==> src/rtl/useq_pkg.sv <==
package useq_pkg;

  typedef enum logic [2:0] {
    ALU_ADD = 3'd0,
    ALU_AND = 3'd1,
    ALU_XOR = 3'd2,
    ALU_OR  = 3'd3,
    ALU_SHL = 3'd4,
    ALU_LT  = 3'd5,
    ALU_SHR = 3'd6,
    ALU_SUB = 3'd7
  } alu_e;

  typedef enum logic [1:0] {
    RSEL_NONE = 2'd0,
    RSEL_S    = 2'd1,
    RSEL_T    = 2'd2,
    RSEL_D    = 2'd3
  } rsel_e;

  typedef enum logic [1:0] {
    SQ_STEP = 2'd0,
    SQ_GOTO = 2'd1,
    SQ_DISP = 2'd2
  } seq_e;

  // first member is the most significant
  typedef struct packed {
    logic [3:0] konst;
    logic       konst_drv;
    alu_e       alu;
    rsel_e      rsel;
    logic       imm_drv;
    logic       z_drv;
    logic       z_ld;
    logic       y_drv;
    logic       y_ld;
    logic       reg_drv;
    logic       reg_ld;
    logic       mem_wr;
    logic       mem_rd;
    logic       mdr_drv;
    logic       mdr_ld;
    logic       mar_ld;
    logic       ir_ld;
    logic       pc_ld;
    logic       pc_drv;
  } ctrl_t;

  // microprogram layout
  localparam int UA_F0   = 0;
  localparam int UA_F1   = 1;
  localparam int UA_F2   = 2;
  localparam int UA_F3   = 3;
  localparam int UA_DISP = 4;
  localparam int UA_AI0  = 5;
  localparam int UA_AI1  = 6;
  localparam int UA_AI2  = 7;
  localparam int UA_LD0  = 8;
  localparam int UA_LD1  = 9;
  localparam int UA_LD2  = 10;
  localparam int UA_LD3  = 11;
  localparam int UA_LD4  = 12;
  localparam int UA_HALT = 13;

endpackage

==> src/rtl/useq_rom.sv <==
module useq_rom
  import useq_pkg::*;
#(
  parameter int ADDR_W = 5
) (
  input  logic [ADDR_W-1:0] addr,
  output ctrl_t             ctrl,
  output seq_e              seq,
  output logic              hold,
  output logic              stop,
  output logic              err,
  output logic [ADDR_W-1:0] tgt
);

  always_comb begin
    ctrl = '0;
    seq  = SQ_STEP;
    hold = 1'b0;
    stop = 1'b0;
    err  = 1'b0;
    tgt  = '0;
    case (int'(addr))
      UA_F0: begin
        ctrl.pc_drv = 1'b1;
        ctrl.mar_ld = 1'b1;
        ctrl.mem_rd = 1'b1;
        ctrl.y_ld   = 1'b1;
      end
      UA_F1: begin
        ctrl.konst     = 4'd4;
        ctrl.konst_drv = 1'b1;
        ctrl.alu       = ALU_ADD;
        ctrl.z_ld      = 1'b1;
      end
      UA_F2: begin
        ctrl.z_drv = 1'b1;
        ctrl.pc_ld = 1'b1;
        hold       = 1'b1;
      end
      UA_F3: begin
        ctrl.mdr_drv = 1'b1;
        ctrl.ir_ld   = 1'b1;
      end
      UA_DISP: begin
        seq = SQ_DISP;
      end
      UA_AI0, UA_LD0: begin
        ctrl.rsel    = RSEL_S;
        ctrl.reg_drv = 1'b1;
        ctrl.y_ld    = 1'b1;
      end
      UA_AI1, UA_LD1: begin
        ctrl.imm_drv = 1'b1;
        ctrl.alu     = ALU_ADD;
        ctrl.z_ld    = 1'b1;
      end
      UA_AI2: begin
        ctrl.z_drv  = 1'b1;
        ctrl.rsel   = RSEL_T;
        ctrl.reg_ld = 1'b1;
        seq         = SQ_GOTO;
        tgt         = ADDR_W'(UA_F0);
      end
      UA_LD2: begin
        ctrl.z_drv  = 1'b1;
        ctrl.mar_ld = 1'b1;
      end
      UA_LD3: begin
        ctrl.mem_rd = 1'b1;
        hold        = 1'b1;
      end
      UA_LD4: begin
        ctrl.mdr_drv = 1'b1;
        ctrl.rsel    = RSEL_T;
        ctrl.reg_ld  = 1'b1;
        seq          = SQ_GOTO;
        tgt          = ADDR_W'(UA_F0);
      end
      UA_HALT: begin
        stop = 1'b1;
      end
      default: begin
        stop = 1'b1;
        err  = 1'b1;
      end
    endcase
  end

endmodule

==> src/rtl/useq_dispatch.sv <==
module useq_dispatch
  import useq_pkg::*;
#(
  parameter int OP_W    = 6,
  parameter int ADDR_W  = 5,
  parameter int OP_ADDI = 8,
  parameter int OP_LOAD = 35,
  parameter int OP_HALT = 63
) (
  input  logic [OP_W-1:0]   opcode,
  output logic [ADDR_W-1:0] entry
);

  always_comb begin
    if (opcode == OP_W'(OP_ADDI))      entry = ADDR_W'(UA_AI0);
    else if (opcode == OP_W'(OP_LOAD)) entry = ADDR_W'(UA_LD0);
    else if (opcode == OP_W'(OP_HALT)) entry = ADDR_W'(UA_HALT);
    else                               entry = '1;
  end

endmodule

==> src/rtl/useq_next.sv <==
module useq_next
  import useq_pkg::*;
#(
  parameter int ADDR_W = 5
) (
  input  logic [ADDR_W-1:0] upc,
  input  seq_e              seq,
  input  logic              hold,
  input  logic              mem_done,
  input  logic [ADDR_W-1:0] tgt,
  input  logic [ADDR_W-1:0] disp_entry,
  output logic [ADDR_W-1:0] nxt
);

  always_comb begin
    if (hold && !mem_done) begin
      nxt = upc;
    end else begin
      case (seq)
        SQ_GOTO: nxt = tgt;
        SQ_DISP: nxt = disp_entry;
        default: nxt = upc + 1'b1;
      endcase
    end
  end

endmodule

==> src/rtl/useq_ctrl.sv <==
module useq_ctrl
  import useq_pkg::*;
#(
  parameter int ADDR_W  = 5,
  parameter int OP_W    = 6,
  parameter int OP_ADDI = 8,
  parameter int OP_LOAD = 35,
  parameter int OP_HALT = 63,
  localparam int CTRL_W = $bits(ctrl_t)
) (
  input  logic              clk,
  input  logic              rst_n,
  input  logic [OP_W-1:0]   ir_opcode,
  input  logic              mem_done,
  output logic [CTRL_W-1:0] ctrl_word,
  output logic              halted,
  output logic              illegal_op
);

  logic [ADDR_W-1:0] upc;
  logic [ADDR_W-1:0] nxt;
  logic [ADDR_W-1:0] tgt;
  logic [ADDR_W-1:0] disp_entry;
  ctrl_t             ctrl;
  seq_e              seq;
  logic              hold;
  logic              stop;
  logic              err;

  useq_rom #(.ADDR_W(ADDR_W)) u_rom (
    .addr (upc),
    .ctrl (ctrl),
    .seq  (seq),
    .hold (hold),
    .stop (stop),
    .err  (err),
    .tgt  (tgt)
  );

  useq_dispatch #(
    .OP_W    (OP_W),
    .ADDR_W  (ADDR_W),
    .OP_ADDI (OP_ADDI),
    .OP_LOAD (OP_LOAD),
    .OP_HALT (OP_HALT)
  ) u_disp (
    .opcode (ir_opcode),
    .entry  (disp_entry)
  );

  useq_next #(.ADDR_W(ADDR_W)) u_next (
    .upc        (upc),
    .seq        (seq),
    .hold       (hold),
    .mem_done   (mem_done),
    .tgt        (tgt),
    .disp_entry (disp_entry),
    .nxt        (nxt)
  );

  always_ff @(posedge clk or negedge rst_n) begin
    if (!rst_n) begin
      upc        <= '0;
      halted     <= 1'b0;
      illegal_op <= 1'b0;
    end else if (!halted) begin
      if (stop) begin
        halted     <= 1'b1;
        illegal_op <= err;
      end else begin
        upc <= nxt;
      end
    end
  end

  assign ctrl_word = halted ? '0 : ctrl;

endmodule

==> config.mk <==
export PLATFORM = sky130hd
export DESIGN_NAME = useq_ctrl
export DESIGN_NICKNAME = d
export VERILOG_FILES = /design/src/rtl/useq_pkg.sv /design/src/rtl/useq_rom.sv /design/src/rtl/useq_dispatch.sv /design/src/rtl/useq_next.sv /design/src/rtl/useq_ctrl.sv
export SDC_FILE = /design/constraint.sdc
export NUM_CORES = 1
export LEC_CHECK = 0
export BUFFER_PORTS_ARGS = -buffer_cell sky130_fd_sc_hd__buf_4
export CAP_MARGIN = 0
export CORE_AREA = 2 2 60 48
export DETAILED_ROUTE_END_ITERATION = 10
export DIE_AREA = 0 0 62 50
export GPL_ROUTABILITY_DRIVEN = 0
export PLACE_DENSITY_LB_ADDON = 0.05
export REMOVE_ABC_BUFFERS = 1
export SYNTH_ARGS = -nofsm -noshare
export SYNTH_HDL_FRONTEND = slang
export SYNTH_HIERARCHICAL = 1
export SYNTH_SLANG_ARGS = --single-unit
==> constraint.sdc <==
create_clock -name clk -period 4.49 [get_ports clk]
set_input_delay 0 -clock clk [delete_from_list [all_inputs] [get_ports clk]]
set_output_delay 0 -clock clk [all_outputs]
set_load 0.02 [all_outputs]
==> metrics.md, run 1 <==
| Metric | Value |
|---|---|
| Status | finished, final reports clean |
| Actual slew at the worst max-slew pin | 0.834 ns |
| Drt drc | 0 |
| Kind of end point of the critical path | flop |
| Number of clock buffers inserted by TritonCTS | 3 |
| Area of the die | 3100 µm² |
| Register-to-Register Setup Slack | 1.76 ns |
| Tightest hold margin | 0.0951 ns |
| I/O Pins | 36 |
| First DRT Iteration DRCs | 23 |
| Insertion delay to the later sink of the worst-skew pair | 0.25 ns |
| Die span in y | 50 µm |
| Placed instance area | 1300 µm² |
| Slowest Stage Delay on Critical Path | 0.63 ns |
| Total Routed Length | 2230 µm |
| # hold bufs at CTS | 1 |
| Antenna violations before repair | 0 |
| Number of vias in the routed layout | 1,036 |
| Floorplan Core Area | 2500 µm² |
| Predominant post-synthesis flop cell | sky130_fd_sc_hd__dfrtp_1 |
| Critical path buffer and inverter count | 1 |
| Post-CTS setup buffer count | 0 |
| Period minus WS final | 2.73 ns |
| Critical path data required time | 4.63 ns |
| Largest driver fanout on the critical path | 25 |
| Synth warn | 6 |
| Cell family with most CP delay | compound AO/OA/AOI/OAI gates |
| Clock tree from TritonCTS | yes |
| Post-DP HPWL | 1630 µm |
| Final period util | 60.8% |
| Placement Rows | 16 |
| Share of post-route cells with drive strength above 1 | 25.4% |
| Data arrival time of the critical path | 2.87 ns |
| Number of iterations in the first detailed-routing pass | 4 |
| Worst Hold Class | in2async |
| Post-Route Setup TNS | 0 ns |
| Buffer depth of the longest clock path | 2 |
| Reg2reg start | upc[1] |
| Number of fillers in the final layout | 249 |
| Largest net degree at the start of global routing | 29 |
| Reg-to-Reg End | upc[0] |
| Gates resized, CTS repair | 0 |
| Cell type of the slowest stage on the worst timing path | sky130_fd_sc_hd__dfrtp_1 |
| Via count normalized by instance count | 5.05 |
| Post-layout instance area | 1340 µm² |
| Count of H-tree levels built during CTS | 1 |
| Vias in the first global route | 848 |
| Setup WS post-layout | 1.76 ns |
| Clock root buffer | sky130_fd_sc_hd__clkbuf_4 |
| Count of distinct cell types in the synthesized netlist | 47 |
| Antenna diode count | 0 |
| Max-cap violation count | 0 |
| Critical Path Stages | 7 |
| Worst Skew | 0.00889 ns |
| Endpoint of the worst setup timing path | upc[0] |
| Leakage Power | 0.552 nW |
| Power, Total | 0.630 mW |
| Reg2reg path depth | 7 |
| Die Wd | 62 µm |
| Register area | 175 µm² |
| Number of buffers added on ports | 26 |
| Power per cell area | 470 nW/µm² |
| Hold violation total from the final report | 0 |
| Gate count of the mapped netlist | 153 |
| Setup repair after global routing missed its margin | false |
| Flip-flop and latch count after synthesis | 7 |
| Worst vdd rail ir drop | 0.227 mV |
| Startpoint Class | flop |
| All-Layer GR Usage | 15.2% |
| Cell area after synthesis | 1230 µm² |
| Achievable Freq | 366 MHz |
| Antenna violation net count after detailed routing | 0 |
| Wire length per cell after detailed routing | 10.9 µm |
| Layout Area Growth over Synthesis | 9.29% |
| Global-route wire length before repair | 3600 µm |
| Number of clock sinks seen by CTS | 7 |
| Number of nets in the final layout | 182 |
| Area of the multi-input gates | 866 µm² |
| Synthesized area divided by synthesized cell count | 8.01 µm² |
| Max-slew violation count | 0 |
| Ys async rst share | 100% |
| Ordered cell list for the critical path | or3b_1, a21oi_1, inv_1, ha_1, a221o_1, a22o_1, mux2_4 |
| Number of failing setup endpoints in the final timing report | 0 |
| Max_slew headroom | 44.4% |
| Count of flip-flops with a built-in enable after synthesis | 0 |
| Launching instance or port of the critical path | upc[1] |
| Classification of the worst setup path | reg2reg |
| GRT Residual Overflow | 0 |
| Sequential element share of the synthesized area | 14.3% |
| Initial standard-cell utilization of the core | 49.0% |
| Clk pin slew, worst setup/hold paths | 0.05 ns |
| Worst setup timing slack at the placement stage | 1.74 ns |
layout by cell type (no fill, tap or decap), drive strengths merged, types with 3 or more instances in the layout:
| cell | count |
|---|---|
| or4bb | 3 |
| nor2 | 3 |
| nand2 | 5 |
| a211oi | 3 |
| nor2b | 25 |
| conb | 14 |
| and2b | 3 |
| a21oi | 10 |
| ha | 3 |
| nor3 | 4 |
| dfrtp | 7 |
| or3 | 3 |
| inv | 6 |
| o21ai | 3 |
| buf | 26 |
| nand2b | 6 |
| or3b | 3 |
| nand3 | 6 |
| clkbuf | 4 |
| mux2 | 6 |
final cells by class:
type                       count  share of cell area [%]
multi-input combinational    125                    64.6
clock buffer                   4                    1.96
tap                           36                    3.36
sequential                     7                    13.1
inverter                       6                    1.68
timing repair buffer          27                    15.3
sequential cells by signal, indices dropped and copies added, names as in the netlist:
signal and count:
upc 5, halted 1, illegal_op 1
power breakdown:
group	switching, mW	total (mW)	internal, mW	leakage (nW)
clock network	0.0215	0.0553	0.0338	0.0150
logic	0.148	0.365	0.218	0.453
registers	0.123	0.210	0.0864	0.0838
Yosys cell counts (2+ instances only):
cell type                   n  area share, %
sky130_fd_sc_hd__xor2_1     2            1.4
sky130_fd_sc_hd__a22o_1     2            1.4
sky130_fd_sc_hd__o22ai_1    2            1.0
sky130_fd_sc_hd__o21ai_0    3            1.2
sky130_fd_sc_hd__a22oi_1    2            1.2
sky130_fd_sc_hd__buf_6      4            3.7
sky130_fd_sc_hd__nor2b_1   24             12
sky130_fd_sc_hd__nand2_1    5            1.5
sky130_fd_sc_hd__nor3_1     3            1.2
sky130_fd_sc_hd__dfrtp_1    7             14
sky130_fd_sc_hd__and2b_1    3            1.8
sky130_fd_sc_hd__inv_1      6            1.8
sky130_fd_sc_hd__nor4_1     2            1.0
sky130_fd_sc_hd__buf_4     19             12
sky130_fd_sc_hd__mux2_4     5            6.1
sky130_fd_sc_hd__nand2b_1   6            3.1
sky130_fd_sc_hd__buf_2      4            1.6
sky130_fd_sc_hd__ha_1       3            3.1
sky130_fd_sc_hd__nor3b_1    2            1.2
sky130_fd_sc_hd__a21oi_1    9            3.7
sky130_fd_sc_hd__nand3b_1   2            1.2
sky130_fd_sc_hd__or3_1      2            1.0
sky130_fd_sc_hd__or4bb_1    3            2.8
sky130_fd_sc_hd__nand3_1    6            2.4
sky130_fd_sc_hd__or3b_1     3            2.1
sky130_fd_sc_hd__nor2_1     2           0.61
sky130_fd_sc_hd__a211oi_1   2            1.2
cells by family (layout without fill, tap and decap cells):
kind of cell	count (synthesis)	in the layout	synth area share (%)
AOI/OAI and AO/OA	29	29	16.4
xor gates and xnor gates	2	2	1.43
adders and majority gates	3	3	3.06
buffers and inverters	34	37	19.1
DFF	7	7	14.3
muxes	6	6	7.04
other	1	14	0.306
and+or+nand+nor	71	71	38.4
layer usage:
layer,GRT usage (%),share of wire (%)
met1,17.7,46
met2,26.7,48
met3,3.15,5.8
met4,4.96,0.63
met5,0,0
worst min path at each step:
stage           from          to  slack, ns
6_report       rst_n  illegal_op        0.1
5_1_grt        rst_n  illegal_op       0.09
4_1_cts        rst_n  illegal_op       0.09
3_5_place_dp   rst_n  illegal_op      -0.18
3_3_place_gp   rst_n  illegal_op      -0.19
2_1_floorplan  rst_n      halted      -0.30
through the flow:
stage,cells,util [%]
floorplan,138,-
global placement,200,52.1
detailed placement,200,52.1
CTS,205,53.6
global route,205,53.6
finish,205,53.6
Note: power is estimated with default switching activity, not from simulation.
==> run 2: changes to the inputs <==
--- a/config.mk
+++ b/config.mk
@@ -7,9 +7,9 @@
 export LEC_CHECK = 0
 export BUFFER_PORTS_ARGS = -buffer_cell sky130_fd_sc_hd__buf_4
 export CAP_MARGIN = 0
-export CORE_AREA = 2 2 60 48
+export CORE_AREA = 2 2 62 50
 export DETAILED_ROUTE_END_ITERATION = 10
-export DIE_AREA = 0 0 62 50
+export DIE_AREA = 0 0 64 52
 export GPL_ROUTABILITY_DRIVEN = 0
 export PLACE_DENSITY_LB_ADDON = 0.05
 export REMOVE_ABC_BUFFERS = 1
==> constraint.sdc (replaced) <==
create_clock -name clk -period 2.4 [get_ports clk]
set_input_delay 0 -clock clk [delete_from_list [all_inputs] [get_ports clk]]
set_output_delay 0 -clock clk [all_outputs]
set_load 0.02 [all_outputs]
==> run 2 against run 1 <==
Die area rose by 7.4%. Core utilization fell by 2.3 points. Wire length rose by 4.6%. Fmax rose by 23%. Sequential power rose by 4%. Worst hold slack improved by 0.036 ns. Global-route usage fell by 1.1 points.
==> metrics.md, run 2 (synthesized netlist as in run 1, its figures left out) <==
| Metric | Value |
|---|---|
| Drt drc | 0 (unchanged) |
| Most common cell after layout, fill and taps aside | sky130_fd_sc_hd__buf_4 |
| Achievable Freq | 452 MHz (+23%) |
| I/O Pins | 36 (unchanged) |
| Number of failing setup endpoints in the final timing report | 0 (unchanged) |
| Clock root buffer | sky130_fd_sc_hd__clkbuf_4 |
| Layout Area Growth over Synthesis | 14.6% |
| Worst Skew | 0.00186 ns (-0.00703 ns) |
| Antenna violations before repair | 0 (unchanged) |
| Number of clock sinks seen by CTS | 7 (unchanged) |
| Setup repair after global routing missed its margin | false |
| Startpoint Class | flop |
| Worst vdd rail ir drop | 0.370 mV (+64%) |
| Critical path data required time | 2.52 ns (-2.11 ns) |
| Number of flip-flops under the largest register name | 5 (unchanged) |
| Worst Hold Class | in2async |
| Total Routed Length | 2330 µm (+4.6%) |
| Biggest registers after layout | upc (5), halted (1), illegal_op (1) |
| Register-to-Register Setup Slack | 0.19 ns (-1.57 ns) |
| Die Wd | 64 µm (+3.2%) |
| Reg2reg start | upc[1] |
| Largest register by flop count | upc |
| Slowest Stage Delay on Critical Path | 0.43 ns (-0.20 ns) |
| Area of the die | 3330 µm² (+7.4%) |
| Period minus WS final | 2.21 ns (-0.515 ns) |
| Final standard cell utilization of the core | 51.2% (-2.3 points) |
| Hold violation total from the final report | 0 (unchanged) |
| Wire length per cell after detailed routing | 10.8 µm (-0.29%) |
| GRT Residual Overflow | 0 (unchanged) |
| First DRT Iteration DRCs | 76 (+230%) |
| Classification of the worst setup path | reg2reg |
| Clk pin slew, worst setup/hold paths | 0.05 ns (about the same) |
| Number of iterations in the first detailed-routing pass | 4 (unchanged) |
| Post-DP HPWL | 1780 µm (+9.0%) |
| Max-cap violation count | 0 (unchanged) |
| All-Layer GR Usage | 14.1% (-1.1 points) |
| Actual slew at the worst max-slew pin | 0.818 ns (-0.0160 ns) |
| Number of nets in the final layout | 190 (+4.4%) |
| Launching instance or port of the critical path | upc[1] |
| Initial standard-cell utilization of the core | 44.7% (-4.3 points) |
| Kind of end point of the critical path | flop |
| Ordered cell list for the critical path | buf_4, nor4_1, ha_2, a221o_1, a22o_1, mux2_4 |
| Endpoint of the worst setup timing path | upc[0] |
| Post-CTS setup buffer count | 0 (unchanged) |
| Share of post-route cells with drive strength above 1 | 29.4% (+3.9 points) |
| Final period util | 92.3% (+31 points) |
| Antenna violation net count after detailed routing | 0 (unchanged) |
| Tightest hold margin | 0.131 ns (+0.0362 ns) |
| Power per cell area | 896 nW/µm² (+91%) |
| Count of H-tree levels built during CTS | 1 (unchanged) |
| Cell type of the slowest stage on the worst timing path | sky130_fd_sc_hd__ha_2 |
| Number of clock buffers inserted by TritonCTS | 3 (unchanged) |
| Number of vias in the routed layout | 1,028 (-0.77%) |
| Insertion delay to the later sink of the worst-skew pair | 0.24 ns (about the same) |
| Reg2reg path depth | 6 (-1) |
| Clock tree from TritonCTS | yes |
| Die span in y | 52 µm (+4.0%) |
| Antenna diode count | 0 (unchanged) |
| Global-route wire length before repair | 3830 µm (+6.3%) |
| Floorplan Core Area | 2740 µm² (+9.6%) |
| Placement Rows | 17 (+1) |
| Status | finished, final reports clean |
| Data arrival time of the critical path | 2.34 ns (-0.53 ns) |
| Largest net degree at the start of global routing | 29 (unchanged) |
| Highest-count cells in the layout ignoring fill and taps | 34 x sky130_fd_sc_hd__buf_4, 24 x sky130_fd_sc_hd__nor2b_1, 14 x sky130_fd_sc_hd__conb_1 |
| Via count normalized by instance count | 4.78 (-5.4%) |
| Largest driver fanout on the critical path | 24 (-4.0%) |
| Leakage Power | 0.591 nW (+7.2%) |
| Reg-to-Reg End | upc[0] |
| Max-slew violation count | 0 (unchanged) |
| Max_slew headroom | 45.5% (+1.1 points) |
| Buffer depth of the longest clock path | 2 (unchanged) |
| Number of buffers added on ports | 26 (unchanged) |
| Vias in the first global route | 862 (+1.7%) |
-- run 2: routing by layer --
| layer | global-route usage (%) | up-vias | routed length, µm |
|---|---|---|---|
| met1 | 19.0 | 454 | 1130 |
| met4 | 3.26 | 0 | 0 |
| met2 | 24.5 | 21 | 1130 |
| met3 | 1.08 | 0 | 76 |
| met5 | 0 | - | 0 |
| li1 | - | 553 | - |
-- run 2: power by group --
| group | switching, mW | total [mW] | internal [mW] | leakage (nW) |
|---|---|---|---|---|
| clock network | 0.0380 | 0.101 | 0.0631 | 0.0150 |
| registers | 0.0538 | 0.219 | 0.166 | 0.0838 |
| logic | 0.463 | 0.939 | 0.476 | 0.493 |
| total | 0.554 | 1.26 | 0.705 | 0.591 |
-- run 2: worst min-delay path by stage --
stage,end
3_5_place_dp,illegal_op
4_1_cts,illegal_op
5_1_grt,illegal_op
6_report,illegal_op
2_1_floorplan,halted
3_3_place_gp,illegal_op
-- run 2: what timing repair did --
action / CTS / global route
endpoints found under the hold margin: 7 / 0
endpoints found under the setup margin: 0 / 4
hold buffers: 1 / 0
resized for setup: 0 / 1
-- run 2: metrics by stage --
stage | cell area [µm²] | worst slack (ns) | std cells | power, mW | TNS [ns]
after floorplan | 1060 | -0.0694 | 138 | 0.907 | -0.0900
after global placement | 1370 | 0.132 | 210 | 1.14 | 0
after detailed placement | 1370 | 0.108 | 210 | 1.15 | 0
after CTS | 1400 | 0.103 | 215 | 1.26 | 0
after global routing | 1410 | 0.0439 | 215 | 1.40 | 0
final | 1410 | 0.185 | 215 | 1.26 | 0
-- run 2: area by class of cell --
type | instances | area (µm²)
flip-flops and latches | 7 | 175
multi-input cells | 125 | 868
fillers | 274 | 1340
well taps | 38 | 47.5
repair buffers | 35 | 265
clock buffers | 4 | 26.3
inverters | 6 | 22.5
-- run 2: worst max-delay path, delay by kind of cell, from the launching register on --
kind                       cells  cell delay (ns)
buffers and inverters          1             0.21
AOI/OAI and AO/OA              2             0.46
adders and majority gates      1             0.43
DFF                            1             0.37
muxes                          1             0.25
and+or+nand+nor                1             0.39
